[config.mk]
export PLATFORM = sky130hd
export DESIGN_NAME = spcd_top
export DESIGN_NICKNAME = d
export VERILOG_FILES = /design/src/rtl/spcd_pkg.sv /design/src/rtl/spcd_mask.sv /design/src/rtl/spcd_cmp.sv /design/src/rtl/spcd_flag.sv /design/src/rtl/spcd_top.sv
export SDC_FILE = /design/constraint.sdc
export NUM_CORES = 1
export LEC_CHECK = 0
export CAP_MARGIN = 5
export CORE_AREA = 2 2 39 41
export DETAILED_ROUTE_END_ITERATION = 6
export DIE_AREA = 0 0 41 43
export DONT_BUFFER_PORTS = 1
export PLACE_DENSITY_LB_ADDON = 0.1
export SLEW_MARGIN = 20
export SYNTH_ARGS = -nofsm -noshare
export SYNTH_HDL_FRONTEND = slang
export SYNTH_SLANG_ARGS = --single-unit
[constraint.sdc]
create_clock -name clk -period 0.8 [get_ports clk]
set_clock_uncertainty 0.1 [all_clocks]
set_input_delay 0.16 -clock clk [delete_from_list [all_inputs] [get_ports clk]]
set_output_delay 0.16 -clock clk [all_outputs]
set_load 0.005 [all_outputs]
[src/rtl/spcd_pkg.sv]
package spcd_pkg;

    parameter int CHAR_W   = 8;
    parameter int MIN_BITS = 5;

    typedef enum logic [1:0] {
        WL_5 = 2'd0,
        WL_6 = 2'd1,
        WL_7 = 2'd2,
        WL_8 = 2'd3
    } wlen_e;

    typedef struct packed {
        logic              valid;
        logic [CHAR_W-1:0] data;
    } rx_char_t;

    typedef struct packed {
        logic              wr;
        logic [CHAR_W-1:0] data;
        logic              hit;
    } fwd_char_t;

    // Number of data bits selected by a word-length code.
    function automatic int wlen_bits(wlen_e wl);
        return MIN_BITS + int'(wl);
    endfunction

    // Mask with the low wlen_bits(wl) bits set.
    function automatic logic [CHAR_W-1:0] wlen_mask(wlen_e wl);
        logic [CHAR_W-1:0] m;
        for (int i = 0; i < CHAR_W; i++) begin
            m[i] = (i < wlen_bits(wl));
        end
        return m;
    endfunction

endpackage

[src/rtl/spcd_mask.sv]
module spcd_mask
    import spcd_pkg::*;
#(
    parameter int W = CHAR_W
) (
    input  wlen_e          wl,
    input  logic [W-1:0]   din,
    output logic [W-1:0]   mask,
    output logic [W-1:0]   dout
);
    logic [CHAR_W-1:0] full_mask;

    always_comb begin
        full_mask = wlen_mask(wl);
    end

    generate
        for (genvar b = 0; b < W; b++) begin : g_bit
            if (b < CHAR_W) begin : g_live
                assign mask[b] = full_mask[b];
            end else begin : g_dead
                assign mask[b] = 1'b0;
            end
            assign dout[b] = din[b] & mask[b];
        end
    endgenerate

endmodule

[src/rtl/spcd_cmp.sv]
module spcd_cmp #(
    parameter int W = spcd_pkg::CHAR_W
) (
    input  logic           en,
    input  logic           valid,
    input  logic [W-1:0]   mask,
    input  logic [W-1:0]   a,
    input  logic [W-1:0]   b,
    output logic           hit
);
    logic [W-1:0] diff;

    always_comb begin
        diff = (a ^ b) & mask;
        hit  = en && valid && (diff == '0);
    end

endmodule

[src/rtl/spcd_flag.sv]
module spcd_flag (
    input  logic clk,
    input  logic rst,
    input  logic set,
    input  logic clr,
    output logic flag
);
    always_ff @(posedge clk) begin
        if (rst) begin
            flag <= 1'b0;
        end else if (set) begin
            flag <= 1'b1;      // set has priority over a simultaneous clear
        end else if (clr) begin
            flag <= 1'b0;
        end
    end

endmodule

[src/rtl/spcd_top.sv]
module spcd_top
    import spcd_pkg::*;
(
    input  logic              clk,
    input  logic              rst,
    input  logic              rx_valid,
    input  logic [CHAR_W-1:0] rx_data,
    input  logic [1:0]        wlen_sel,
    input  logic              det_en,
    input  logic [CHAR_W-1:0] spec_char,
    input  logic              irq_en,
    input  logic              isr_read,
    output logic              fifo_wr,
    output logic [CHAR_W-1:0] fifo_data,
    output logic              det_flag,
    output logic              irq
);
    wlen_e             wl;
    rx_char_t          rx_in;
    fwd_char_t         nxt, cur;
    logic [CHAR_W-1:0] mask;
    logic [CHAR_W-1:0] data_m;
    logic              hit;

    assign wl    = wlen_e'(wlen_sel);
    assign rx_in = '{valid: rx_valid, data: rx_data};

    spcd_mask #(.W(CHAR_W)) u_mask (
        .wl   (wl),
        .din  (rx_in.data),
        .mask (mask),
        .dout (data_m)
    );

    spcd_cmp #(.W(CHAR_W)) u_cmp (
        .en    (det_en),
        .valid (rx_in.valid),
        .mask  (mask),
        .a     (rx_in.data),
        .b     (spec_char),
        .hit   (hit)
    );

    always_comb begin
        nxt.wr   = rx_in.valid;
        nxt.data = rx_in.valid ? data_m : '0;
        nxt.hit  = hit;
    end

    always_ff @(posedge clk) begin
        if (rst) begin
            cur <= '0;
        end else begin
            cur <= nxt;
        end
    end

    // Flag lands on the same edge as the forwarded write.
    spcd_flag u_flag (
        .clk  (clk),
        .rst  (rst),
        .set  (hit),
        .clr  (isr_read),
        .flag (det_flag)
    );

    assign fifo_wr   = cur.wr;
    assign fifo_data = cur.data;
    assign irq       = det_flag & irq_en;

endmodule

# Yosys cells after proc, flatten, opt, wreduce, memory -nomap -nowiden
# Index checks and enable logic that the tools add are counted.
# totals
regBits,10
latch_bits,0
ram_bits,0
rom_bits,0
inputBits,24
out_inout_bits,11
wordCells,31
n_memories,0
# classes
n_addsub,1
mul,0
div,0
order_cmp,8
eq_ne,0
shift,0
mux,2
bitwise_logic,12
n_reduce_logical,5
# ops
op,count
"4-bit by 32-bit < comparator with 1-bit output, first input constant",4
"3-bit by 32-bit < comparator with 1-bit output, first input constant",2
"2-bit by 32-bit < comparator with 1-bit output, first input constant",1
1-bit bitwise AND,9
8-bit bitwise AND,1
8-bit zero test,1
8-bit bitwise XOR,1
"3-bit by 2-bit adder with 4-bit output, first input constant",1
"1-bit by 4-bit < comparator with 1-bit output, first input constant",1
1-bit logical AND,2
1-bit two-way mux,2
2-bit nonzero test,1
2-bit OR reduction,1
1-bit NOT,1

# Depth between registers and ports, before layout
# depth
depth_word,6
mapped_depth,5
mapped_depth_nobuf,4

# Cells and area by module
# Synthesis repeated with hierarchy kept, for this count alone.
# unflattened
hier_cells,54
hier_area_um2,531.8
# modules_own_cells
module,instances,cells_per_inst,area_each_um2,seq_area_each_um2
spcd_top,1,19,262.8,180.2
spcd_cmp,1,14,116.4,0.0
spcd_mask,1,17,113.9,0.0
spcd_flag,1,4,38.8,20.0

# Worst setup path before layout
# Ideal clock, no wire load.
# synth_timing
kind,input port to flip-flop
start,in rx_valid
end,reg u_flag.flag
setup_time_ns,0.118
t_arrival_ns,0.695
required_ns,0.582
path_slack_ns,-0.113
cell_stages,5
path_buffers,1
path_cell_list,nor2b_1 > buf_2 > and3_1 > o2111ai_1 > nand2_1
# synth_between
elab_chain_cells,3
elab_cells_between_ends,4
cone_classes,mux (1); reduce/logical (3)
# synth_rtl
element,line,text
"start, declared",spcd_top.sv:6,"input logic rx_valid,"
1-bit logical AND * (2 in series),spcd_cmp.sv:15,hit = en && valid && (diff == '0);
1-bit two-way mux or 2-bit nonzero test (tied branches),--,
"end signal, assigned",spcd_flag.sv:10,flag <= 1'b0;
"end signal, assigned",spcd_flag.sv:12,flag <= 1'b1;
"end signal, assigned",spcd_flag.sv:14,flag <= 1'b0;
"end, declared",spcd_flag.sv:6,output logic flag
# Every way passes the cells marked *; elsewhere a longest branch is shown, timed or not.
# A chain may end at the register's enable or synchronous reset.

# Worst setup path after layout
# layout_timing
start,reg u_flag.flag
end,out irq
# layout_between
elab_chain_cells,1
# layout_rtl
element,line,text
1-bit bitwise AND,spcd_top.sv:69,assign irq = det_flag & irq_en;
"end, declared",spcd_top.sv:16,output logic irq
# No other way between the ends.

==> qor.csv <==
stage;metric;value;unit
die;die height;43;µm
setup_path;Critical path buffers and inverters;0;
setup_path;worst r2r src;u_flag.flag;
setup_path;Critical Path Slowest Stage Cell;dfxtp_2;
timing;Slew Viols, Final;0;
clock_network;CTS max path bufs;2;
clock_network;clock root cell;clkbuf_4;
timing;Rel. slew slack;82.8;%
synth;Yosys warnings;0;
clock_network;CTS tree;done;
synth;Synth Flop Type;dfxtp_1;
setup_path;Worst R2R Setup Slack;170;ps
route;routed vias;310;
power_and_ir_drop;Tot Pwr;1.09;mW
outcome;status;finished with violations;
layout;P&R area growth vs syn;46.4;%
place;Post-Place Cell Area;419;µm²
place;Port-buffer cells;0;
timing;Final Hold Fails;3;
layout;Antenna diodes;0;
clock_network;htree depth;1;
setup_path;RR Endpoint;u_flag.flag;
grt;initial antenna violation count;0;
power_and_ir_drop;Pleak;0.257;nW
run;max_cap viols;0;
clock_network;clock latency on the worst-skew pair;260;ps
die;Initial Util;28.7;%
clock_network;TritonCTS buffer count;3;
setup_path;crit-path max cell delay;350;ps
synth;post-synthesis sequential area ratio;50.5;%
route;final WL;934;µm
setup_path;CP delay by family, top;flip-flops;
hold_path;Min-Delay Path Class;in2reg;
layout;fin area;581;µm²
synth;Area contributors post-synth;dfxtp_1, xor2_1, and2_1;
place;Placed Cells incl. Taps;54;
hold_path;Worst Hold End;u_flag.flag;
route;DRT antenna net count;0;
grt;GR Util All Layers;11.5;%
setup_path;Max FO, Critical Path;3;
timing;TNS Setup;-632;ps
synth;syn avg cell area;10.4;µm²
setup_path;FF-to-FF path depth;2;
synth;Post-Synthesis Cells;38;
clock_network;Clk pin slew, worst setup/hold paths;70;ps
setup_path;required time of the critical path;540;ps
synth;Post-synth EDFFs;0;
clock_network;Post-CTS Setup Repair Bufs;0;
setup_path;CP startpoint;u_flag.flag;
place;Place WS;-237;ps
die;DIE WIDTH;41;µm
timing;Max Fclk;999;MHz
hold_path;hold_sp;rst;
die;IO Pins;35;
setup_path;CP Data Arrival Time;740;ps
grt;largest net degree at the start of global routing;10;
place;routability congestion estimate;0.513;
layout;nets;75;
route;Residual DRC;0;
setup_path;CP cell instances;and2_4;
power_and_ir_drop;pwr dens;1870;nW/µm²
layout;share of layout cells above drive strength 1;36.0;%
clock_network;Sinks on Clock Net;10;
synth;Syn Nets;62;
clock_network;Post-CTS Hold Fix Bufs;8;
timing;final critical-path required period;1000;ps
synth;Mapped Area;397;µm²
die;die area;1760;µm²
grt;vias in the first global route;296;
layout;Final Util;42.0;%
hold_path;Worst Hold Depth;3;
die;row count;14;
synth;largest area contributor in the netlist;dfxtp_1;
power_and_ir_drop;maximum VDD drop;0.942;mV
timing;Hold WS;-56.9;ps
outcome;failing checks;hold timing, setup timing;
synth;number of synthesized register bits;10;
route;initial drt markers;3;
route;detailed-route vias per instance;4.70;
grt;total congestion overflow;0;
timing;worst slew pin tran;258;ps
synth;asr flop ratio synth;0;%
synth;most frequent cell after synthesis;dfxtp_1;
synth;commonest cells in the netlist;dfxtp_1, xor2_1, and2_1, and3_1, nand2_1;
grt;first-pass GRT wire length;1.30;mm
setup_path;CP Capture Type;output port;
layout;fill count;145;
setup_path;CP Launch Type;flip-flop;
setup_path;CP Class;reg2out;
timing;Final setup viols;11;
synth;post-synthesis cell type count;16;
place;post-detail-place hpwl;691;µm
layout;final cell count without fillers;66;
route;wire per inst;14.2;µm
synth;Yosys top cell area share;50.5;%
die;Core Region;1380;µm²
timing;PnR worst setup slack;-202;ps
route;1st-pass router iterations;4;
setup_path;Worst path depth;1;
timing;RSZ-0062 raised after global routing;true;
timing;fin crit share;125;%
[repair_timing]
action,in CTS,in global routing
pin swaps,0,5
hold endpoints to repair,9,3
gates resized for setup,10,5
setup endpoints to repair,11,14
[where the power goes]
part | total [mW] | internal, mW | switching (mW)
logic | 0.114 | 0.0712 | 0.0424
clock network | 0.448 | 0.276 | 0.172
registers | 0.526 | 0.518 | 0.00773
total | 1.09 | 0.865 | 0.223
[cells in the final DEF, fill, tap and decap left out, drive strengths merged]
cell type,Yosys,layout
dlymetal6s4s,0,1
inv,1,1
dfxtp,10,10
nor2,1,1
nor2b,1,1
and4,1,1
o211a,1,1
a21oi,1,1
buf,1,1
o2111ai,1,1
xor2,7,7
and2,6,6
xnor2,1,1
and3,2,2
o21ai,1,1
clkbuf,0,4
nand2,2,2
nor4,1,1
dlygate4sd3,0,7
[worst max-delay path by stage]
| stage | end | slack [ps] |
|---|---|---|
| after floorplan | u_flag.flag | -100 |
| after global placement | u_flag.flag | -230 |
| after detailed placement | u_flag.flag | -240 |
| after CTS | irq | -210 |
| after global routing | irq | -240 |
| final | irq | -200 |
[flip-flops by register name, indices dropped and copies added (netlist names)]
name / cells
u_flag.flag: 1
fifo_wr: 1
fifo_data: 8
[layout make-up]
class	instances	area [µm²]	share of cell area (%)
well taps	16	20.0	3.45
flip-flops and latches	10	213	36.6
multi-input cells	26	218	37.5
clock buffers	4	36.3	6.25
repair buffers	9	90.1	15.5
inverters	1	3.75	0.647
[routing by layer]
metal	vias to the layer above	wire length [µm]	GRT usage [%]
met4	0	0	4.00
met5	-	0	0
met3	0	89	5.24
met2	19	525	19.4
met1	142	318	11.9
li1	149	-	-
[cell families after synthesis]
family | synth area share, %
DFF | 50.5
and+or+nand+nor | 22.4
xor gates and xnor gates | 17.7
AOI/OAI and AO/OA | 7.25
buffers and inverters | 2.21
(Power assumes the default switching activity.)
